<file path="src/rtl/vfs_pkg.sv">
package vfs_pkg;
  localparam int DATA_W = 64;
  localparam int ELEM_W = 7;
  localparam int SUB_W  = 2;
  localparam int CR_W   = 4;

  // state word field positions (LSB of each field)
  localparam int MAXVL_LSB = 57;
  localparam int VL_LSB    = 50;
  localparam int SRC_LSB   = 43;
  localparam int DST_LSB   = 36;
  localparam int DSUB_LSB  = 34;
  localparam int SSUB_LSB  = 32;
  localparam int PACK_BIT  = 10;
  localparam int UNPK_BIT  = 9;
  localparam int HINT_LSB  = 2;
  localparam int PERS_BIT  = 1;
  localparam int VFST_BIT  = 0;

  // condition field bit positions
  localparam int CR_LT = 3;
  localparam int CR_GT = 2;
  localparam int CR_EQ = 1;
  localparam int CR_SO = 0;

  typedef enum logic [1:0] {
    OPK_STEP   = 2'd0,
    OPK_FLAGS  = 2'd1,
    OPK_REPORT = 2'd2
  } op_kind_e;
endpackage

</file>
<file path="src/rtl/vfs_elem_find.sv">
module vfs_elem_find #(
  parameter int MASK_W = 64,
  parameter int ELEM_W = 7
) (
  input  logic [ELEM_W-1:0] cur,
  input  logic [ELEM_W-1:0] vl,
  input  logic [MASK_W-1:0] mask,
  input  logic              zero,
  output logic [ELEM_W-1:0] nxt,
  output logic              nxt_ok,
  output logic [ELEM_W-1:0] first
);
  logic [MASK_W-1:0] elig;

  for (genvar g = 0; g < MASK_W; g++) begin : g_elig
    assign elig[g] = (ELEM_W'(g) < vl) && (zero || mask[g]);
  end

  // priority search: lowest eligible index overall and above cur
  always_comb begin
    nxt    = '0;
    nxt_ok = 1'b0;
    first  = '0;
    for (int e = MASK_W - 1; e >= 0; e--) begin
      if (elig[e]) begin
        first = ELEM_W'(e);
        if (ELEM_W'(e) > cur) begin
          nxt    = ELEM_W'(e);
          nxt_ok = 1'b1;
        end
      end
    end
  end
endmodule

</file>
<file path="src/rtl/vfs_side_adv.sv">
module vfs_side_adv #(
  parameter int MASK_W = 64,
  parameter int ELEM_W = 7,
  parameter int SUB_W  = 2
) (
  input  logic [ELEM_W-1:0] elem,
  input  logic [SUB_W-1:0]  sub,
  input  logic              elem_inner,
  input  logic [ELEM_W-1:0] vl,
  input  logic [SUB_W-1:0]  sub_last,
  input  logic [MASK_W-1:0] mask,
  input  logic              zero,
  output logic [ELEM_W-1:0] n_elem,
  output logic [SUB_W-1:0]  n_sub,
  output logic              wrap
);
  logic [ELEM_W-1:0] f_nxt, f_first;
  logic              f_ok, sub_end;

  vfs_elem_find #(.MASK_W(MASK_W), .ELEM_W(ELEM_W)) u_find (
    .cur(elem), .vl(vl), .mask(mask), .zero(zero),
    .nxt(f_nxt), .nxt_ok(f_ok), .first(f_first)
  );

  assign sub_end = (sub >= sub_last);

  always_comb begin
    n_elem = elem;
    n_sub  = sub;
    wrap   = 1'b0;
    if (!elem_inner) begin
      if (!sub_end) begin
        n_sub = sub + SUB_W'(1);
      end else begin
        n_sub  = '0;
        n_elem = f_ok ? f_nxt : f_first;
        wrap   = !f_ok;
      end
    end else begin
      if (f_ok) begin
        n_elem = f_nxt;
      end else begin
        n_elem = f_first;
        n_sub  = sub_end ? '0 : sub + SUB_W'(1);
        wrap   = sub_end;
      end
    end
  end
endmodule

</file>
<file path="src/rtl/vfs_step_unit.sv">
module vfs_step_unit
  import vfs_pkg::*;
#(
  parameter int MASK_W = 64
) (
  input  logic              clk,
  input  logic              rst_n,
  input  logic              st_load,
  input  logic [DATA_W-1:0] st_wdata,
  input  logic              op_valid,
  input  logic [6:0]        op_mode,
  input  logic              op_vf,
  input  logic              op_rc,
  input  logic [SUB_W-1:0]  subvl_code,
  input  logic [MASK_W-1:0] pred_mask,
  input  logic              pred_zero,
  output logic [DATA_W-1:0] res_data,
  output logic [CR_W-1:0]   res_cr,
  output logic [DATA_W-1:0] state_q,
  output logic              done
);
  localparam int SIDES = 2;

  // reset: asserted asynchronously, released through two flops
  logic rst_meta, rst_ok;
  always_ff @(posedge clk or negedge rst_n) begin
    if (!rst_n) begin
      rst_meta <= 1'b0;
      rst_ok   <= 1'b0;
    end else begin
      rst_meta <= 1'b1;
      rst_ok   <= rst_meta;
    end
  end

  // field views
  logic [ELEM_W-1:0] vl, src, dst, hint;
  logic [SUB_W-1:0]  ssub, dsub;
  logic              pack_f, unpk_f, vfirst;
  assign vl     = state_q[VL_LSB   +: ELEM_W];
  assign src    = state_q[SRC_LSB  +: ELEM_W];
  assign dst    = state_q[DST_LSB  +: ELEM_W];
  assign hint   = state_q[HINT_LSB +: ELEM_W];
  assign ssub   = state_q[SSUB_LSB +: SUB_W];
  assign dsub   = state_q[DSUB_LSB +: SUB_W];
  assign pack_f = state_q[PACK_BIT];
  assign unpk_f = state_q[UNPK_BIT];
  assign vfirst = state_q[VFST_BIT];

  // side 0 = source, side 1 = destination
  logic [ELEM_W-1:0] sd_elem  [SIDES];
  logic [SUB_W-1:0]  sd_sub   [SIDES];
  logic              sd_inner [SIDES];
  logic [ELEM_W-1:0] sd_nelem [SIDES];
  logic [SUB_W-1:0]  sd_nsub  [SIDES];
  logic              sd_wrap  [SIDES];

  assign sd_elem[0]  = src;
  assign sd_sub[0]   = ssub;
  assign sd_inner[0] = pack_f;
  assign sd_elem[1]  = dst;
  assign sd_sub[1]   = dsub;
  assign sd_inner[1] = unpk_f;

  for (genvar s = 0; s < SIDES; s++) begin : g_side
    vfs_side_adv #(.MASK_W(MASK_W), .ELEM_W(ELEM_W), .SUB_W(SUB_W)) u_adv (
      .elem(sd_elem[s]), .sub(sd_sub[s]), .elem_inner(sd_inner[s]),
      .vl(vl), .sub_last(subvl_code), .mask(pred_mask), .zero(pred_zero),
      .n_elem(sd_nelem[s]), .n_sub(sd_nsub[s]), .wrap(sd_wrap[s])
    );
  end

  // group boundary detection for the hint
  logic [ELEM_W-1:0] hint_div;
  logic              grp_end;
  assign hint_div = (hint == '0) ? ELEM_W'(1) : hint;
  assign grp_end  = vfirst && (hint != '0) &&
                    ((src / hint_div) != (sd_nelem[0] / hint_div));

  // operation classification
  op_kind_e kind;
  always_comb begin
    if (op_mode[3:2] == 2'b11)  kind = OPK_FLAGS;
    else if (op_mode == 7'd0)   kind = OPK_STEP;
    else                        kind = OPK_REPORT;
  end

  // next state
  logic [DATA_W-1:0] state_d, res_d;
  logic [CR_W-1:0]   cr_d;
  logic [ELEM_W-1:0] val;
  logic              lt_d, so_d, done_d, st_en, res_en;

  always_comb begin
    state_d = state_q;
    val     = '0;
    lt_d    = 1'b0;
    so_d    = 1'b0;
    res_d   = '0;
    case (kind)
      OPK_FLAGS: begin
        state_d[PACK_BIT] = op_mode[0];
        state_d[UNPK_BIT] = op_mode[1];
        val = {{(ELEM_W-2){1'b0}}, op_mode[0], op_mode[1]};
      end
      OPK_STEP: begin
        if (op_vf) begin
          state_d[SRC_LSB  +: ELEM_W] = sd_nelem[0];
          state_d[SSUB_LSB +: SUB_W]  = sd_nsub[0];
          state_d[DST_LSB  +: ELEM_W] = sd_nelem[1];
          state_d[DSUB_LSB +: SUB_W]  = sd_nsub[1];
          val  = sd_nelem[0];
          lt_d = grp_end;
          so_d = sd_wrap[0];
        end else begin
          val = src;
        end
      end
      default: begin
        if (op_mode == 7'd5)      val = src;
        else if (op_mode == 7'd6) val = dst;
        else                      val = '0;
      end
    endcase
    res_d = {{(DATA_W-ELEM_W){1'b0}}, val};
    cr_d  = '0;
    if (op_rc) begin
      cr_d[CR_LT] = lt_d;
      cr_d[CR_GT] = (val != '0);
      cr_d[CR_EQ] = (val == '0);
      cr_d[CR_SO] = so_d;
    end
    if (st_load) state_d = st_wdata;
    done_d = op_valid && !st_load;
    res_en = done_d;
    st_en  = st_load || done_d;
  end

  // registers
  always_ff @(posedge clk or negedge rst_ok) begin
    if (!rst_ok) begin
      state_q  <= '0;
      res_data <= '0;
      res_cr   <= '0;
      done     <= 1'b0;
    end else begin
      done <= done_d;
      if (st_en)  state_q <= state_d;
      if (res_en) begin
        res_data <= res_d;
        res_cr   <= cr_d;
      end
    end
  end
endmodule

</file>
<file path="config.mk">
export PLATFORM = sky130hd
export DESIGN_NAME = vfs_step_unit
export DESIGN_NICKNAME = d
export VERILOG_FILES = /design/src/rtl/vfs_pkg.sv /design/src/rtl/vfs_elem_find.sv /design/src/rtl/vfs_side_adv.sv /design/src/rtl/vfs_step_unit.sv
export SDC_FILE = /design/constraint.sdc
export NUM_CORES = 1
export LEC_CHECK = 0
export ABC_AREA = 1
export CAP_MARGIN = 0
export CELL_PAD_IN_SITES_DETAIL_PLACEMENT = 1
export CELL_PAD_IN_SITES_GLOBAL_PLACEMENT = 1
export CORE_UTILIZATION = 37
export CTS_BUF_LIST = sky130_fd_sc_hd__clkbuf_16
export DETAILED_ROUTE_END_ITERATION = 8
export PLACE_DENSITY = 0.89
export REMOVE_ABC_BUFFERS = 1
export SYNTH_ARGS = -nofsm -noshare
export SYNTH_HDL_FRONTEND = slang
export SYNTH_SLANG_ARGS = --single-unit
</file>
<file path="constraint.sdc">
create_clock -name clk -period 4.7 [get_ports clk]
set_input_delay 0.47 -clock clk [delete_from_list [all_inputs] [get_ports clk]]
set_output_delay 0.47 -clock clk [all_outputs]
set_load 0.01 [all_outputs]
</file>
==> metrics.cfg, run 1 <==
[die]
initial_core_util_pct = 37.78
io_pins = 277
die_w_um = 173.7
die_h_um = 173.7
std_cell_rows = 62

[place]
io_buffers = 219
gp_congestion = 1.113
post-dp-hpwl_mm = 53.51
pre_cts_slack_ns = -7.142

[yosys]
ys.flop_type = dfrtp_1
synth_warnings = 0
syn_avg_cell_area_um2 = 5.714
synth_seq_cells = 78
synth.distinct_cells = 52
syn_area_um2 = 10900
synthCells = 1908
synth-edff-count = 0
async_flop_share_pct = 100.0
yosysSeqAreaShare_pct = 17.90

[global_routing]
grt.overflow.total = 23
grt_use_total_pct = 69.87
grt_pass1_wl_mm = 155.8
grt_pass1_vias = 23120
grt_max_degree = 77

[cts]
cts.sinks = 78
clock_path_buffers = 2
h-tree-depth = 3
cts_buffers = 9
ctsHoldBuffers = 0
cts-root-buf = clkbuf_16

[outcome]
failing_step = global routing (5_1_grt)
firstError = [ERROR GRT-0116] Global routing finished with congestion. Check the congestion regions in the DRC Viewer.
status = did not finish

kinds of logic after synthesis:
kind of cell | share of synthesized area [%]
buffers and inverters | 15.14
DFF | 17.90
adders and majority gates | 7.116
AOI/OAI and AO/OA | 21.59
xor gates and xnor gates | 2.491
other | 0.06889
and+or+nand+nor | 35.69
synth_stat cells, drive strengths merged (9+ instances only):
cell | number | area (µm²)
nand2 | 603 | 2296
inv | 272 | 1023
nor2 | 237 | 894.6
o21ai | 192 | 960.9
dfrtp | 78 | 1952
buf | 76 | 523.0
a21oi | 66 | 330.3
ha | 62 | 775.7
nand3 | 53 | 280.3
nor3 | 36 | 196.4
o211ai | 32 | 240.2
o221ai | 26 | 234.0
clkbuf | 24 | 91.33
xor2 | 18 | 157.7
a31oi | 17 | 106.4
nand4 | 17 | 112.6
xnor2 | 13 | 113.9
o22ai | 12 | 75.07
o31ai | 9 | 67.56
per-stage QoR:
stage / instance area, µm² / TNS [ns] / instances / hold WS [ns]
global placement: 16470 / -9.286 / 2903 / 0.3370
CTS: 17890 / -14.33 / 2996 / 0.2752
detailed placement: 16470 / -14.58 / 2903 / 0.3741
floorplan: 10500 / -5.520 / 1864 / 0.1744
timing repair:
item,CTS
setup buffers,76
endpoints found under the setup margin,9
resized for setup,169
cloned,1
pin swaps,71
routing by layer:
| layer | GRT overflow | track usage [%] |
|---|---|---|
| met5 | 0 | 12.34 |
| met4 | 10 | 71.09 |
| met3 | 0 | 49.89 |
| met2 | 13 | 91.42 |
| met1 | 0 | 69.18 |
==> run 2: changes to the inputs <==
Settings changed: CELL_PAD_IN_SITES_DETAIL_PLACEMENT 1 to unset, CELL_PAD_IN_SITES_GLOBAL_PLACEMENT 1 to unset, CORE_UTILIZATION 37 to 30, CTS_BUF_LIST sky130_fd_sc_hd__clkbuf_16 to unset, PLACE_DENSITY 0.89 to unset, PLACE_DENSITY_LB_ADDON set to 0.15.
==> run 2 against run 1 <==
The flow now finishes, with violations (design-rule violations, negative setup slack); synthesized cell count stayed put; area after synthesis stayed put.
==> metrics.cfg, run 2 <==
[worst_setup_path]
path_delay_family = simple AND/OR/NAND/NOR gates
cp_common_cell = nand2_1
slowest_delay_ns = 0.43
cp-start-kind = flip-flop
required_ns = 4.97
cp.arrival_ns = 9.96
path_buf_inv = 10
critPathSlowestCell = dfrtp_1
critPathMaxFanout = 8
endpoint_kind = flip-flop
critical_path_class = reg2reg

[power]
switching_share_pct = 46.21
power_density_nw_per_um2 = 355.2
power_frac_comb_pct = 75.6
p_seq_share_pct = 12.6
p_leak_uw = 0.009513
p_int_uw = 3490
ir_drop_v = 0.0002285
p_clk_share_pct = 11.9
p_switching_uw = 2998

[routing]
antenna_left = 0
drc = 42
drt_iter0_drc = 1063
drt_pass1_iterations = 7
vias = 14970
wl_per_cell_um = 17.26
drt-total-wl_mm = 53.24
via_per_inst = 4.852

[cells_and_area]
layout_common_cells = nand2_1, buf_4, inv_1, clkdlybuf4s50_1, nor2_1
syn_to_final_growth_pct = 67.54
utilization_pct = 51.23
drive_gt1_share_pct = 26.50
regMostFlops = state_q
n_antenna_cell = 0
layout_commonest_cell = nand2_1
nets = 2824
largest_registers = state_q x64, res_data x7, res_cr x4
final.fill_count = 3662
largest_register_ffs = 64

[outcome]
status = complete, but fails checks
violations = design-rule violations, negative setup slack

[die]
std_cell_rows = 69
initial_core_util_pct = 30.58
die_w_um = 192.6
die-area_um2 = 37100
io_pins = 277
die_h_um = 192.6
coreArea_um2 = 35660

[sta]
relSlewSlack_pct = 35.13
fmax_ghz = 0.1032
slew_viol_final = 0
setup_viol = 7
min_period_ns = 9.687
clock_skew_ns = 0.01420
rsz0062_at_grt = yes
tightestPinTransition_ns = 0.9695
holdWs_ns = 0.2512
period_share_pct = 206.1
fin_ws_ns = -4.987
hold_viol = 0

[place]
pre_cts_slack_ns = -5.966
gp_congestion = 1.012
io_buffers = 219
post-dp-hpwl_mm = 43.69

[cts]
clock_path_buffers = 2
h-tree-depth = 3
cts.sinks = 78
cts_tree = built
clk_transition_reported_paths_ns = 0.08
cts_buffers = 9
clk_latency_ns = 0.38
cts-root-buf = clkbuf_16

[yosys]
yosys-top-cells-area = nand2_1, dfrtp_1, inv_1, o21ai_0, nor2_1
ys.flop_type = dfrtp_1
synth_top_area_share_pct = 20.52
syn_avg_cell_area_um2 = 5.714
yosysSeqAreaShare_pct = 17.90
synth.distinct_cells = 52
async_flop_share_pct = 100.0
synthTopCellsByCount = nand2_1, inv_1, nor2_1, o21ai_0, dfrtp_1
synthCells = 1908
synth_warnings = 0
syn_area_um2 = 10900
yosysTopAreaCell = nand2_1
synth-edff-count = 0
yosysMostFrequentCell = nand2_1
synth_seq_cells = 78

[flow_run]
cap_violations = 0

[global_routing]
grt_use_total_pct = 29.15
grt.overflow.total = 0
grt_max_degree = 47
grt_pass1_vias = 14710
antenna_found_initial = 0
grt_pass1_wl_mm = 81.94

[min_path]
hp-class = in2async

==> run 2: cell counts after synthesis <==
No cell type changed its count.
==> run 2: power groups by stage <==
stage          combinational, µW  clock (µW)  sequential [µW]
3_5_place_dp                4420           0              826
6_report                    4900         769              816
2_1_floorplan               2190           0              877
5_1_grt                     5410         812              827
4_1_cts                     4790         797              816
3_3_place_gp                4400           0              823
==> run 2: per-stage QoR <==
step	total power (µW)	TNS (ns)	area, µm²	std cells
5_1_grt	7052	-13.14	18270	3084
2_1_floorplan	3069	-5.520	10500	1864
4_1_cts	6401	-18.76	18100	3097
3_5_place_dp	5248	-11.33	16900	3024
6_report	6488	-8.454	18270	3084
3_3_place_gp	5219	-11.26	16900	3024
==> run 2: final timing paths <==
kind	slack, ns	to	start	cells after the start
max	-4.99	res_cr[3]	state_q[56]	65
min in group clk	0.36	rst_ok	rst_meta	0
min	0.25	rst_ok	rst_n	1
max reg2reg	-4.99	res_cr[3]	state_q[56]	65
max in group asynchronous	3.32	state_q[51]	rst_ok	1
min reg2reg	0.30	res_cr[3]	rst_ok	0
==> run 2: cell type report <==
type | count | area [µm²] | area share, %
clock inverter | 7 | 82.58 | 0.4521
clock buffer | 9 | 225.2 | 1.233
inverter | 275 | 1041 | 5.699
tap | 461 | 576.8 | 3.158
timing repair buffer | 742 | 6228 | 34.10
multi-input combinational | 1512 | 8150 | 44.62
sequential | 78 | 1961 | 10.73
==> run 2: per-layer routing <==
| metal | wire [µm] | global-route usage (%) | part of all wire, % |
|---|---|---|---|
| met1 | 24080 | 37.90 | 45 |
| met5 | 0 | 0 | 0 |
| met4 | 1700 | 11.27 | 3.2 |
| met2 | 24020 | 47.73 | 45 |
| met3 | 3444 | 4.983 | 6.5 |
==> run 2: worst reg2reg max path: cells and delay by family (launching register included) <==
family / cells / cell delay (ns)
adder cells (fa/ha/maj): 6 / 1.61
buffers and inverters: 10 / 1.11
AND/OR/NAND/NOR: 24 / 3.16
flip-flops: 1 / 0.43
XOR/XNOR: 2 / 0.38
AO/OA/AOI/OAI: 23 / 2.88
==> run 2: cell families (layout without fill, tap and decap cells) <==
logic type | after synthesis | in the layout | synth area share, %
XOR/XNOR | 31 | 31 | 2.491
buffers and inverters | 375 | 1033 | 15.14
adder cells (fa/ha/maj) | 62 | 62 | 7.116
other | 2 | 58 | 0.06889
AND/OR/NAND/NOR | 963 | 964 | 35.69
AO/OA/AOI/OAI | 397 | 397 | 21.59
flip-flops | 78 | 78 | 17.90
==> run 2: timing repair <==
action,in CTS,in global routing
resized for setup,134,78
buffers inserted,56,17
endpoints found under the setup margin,8,9
gates cloned,1,0
hold buffers,0,0
pin swaps,48,46
No activity file was read; power rests on OpenSTA's default activity.
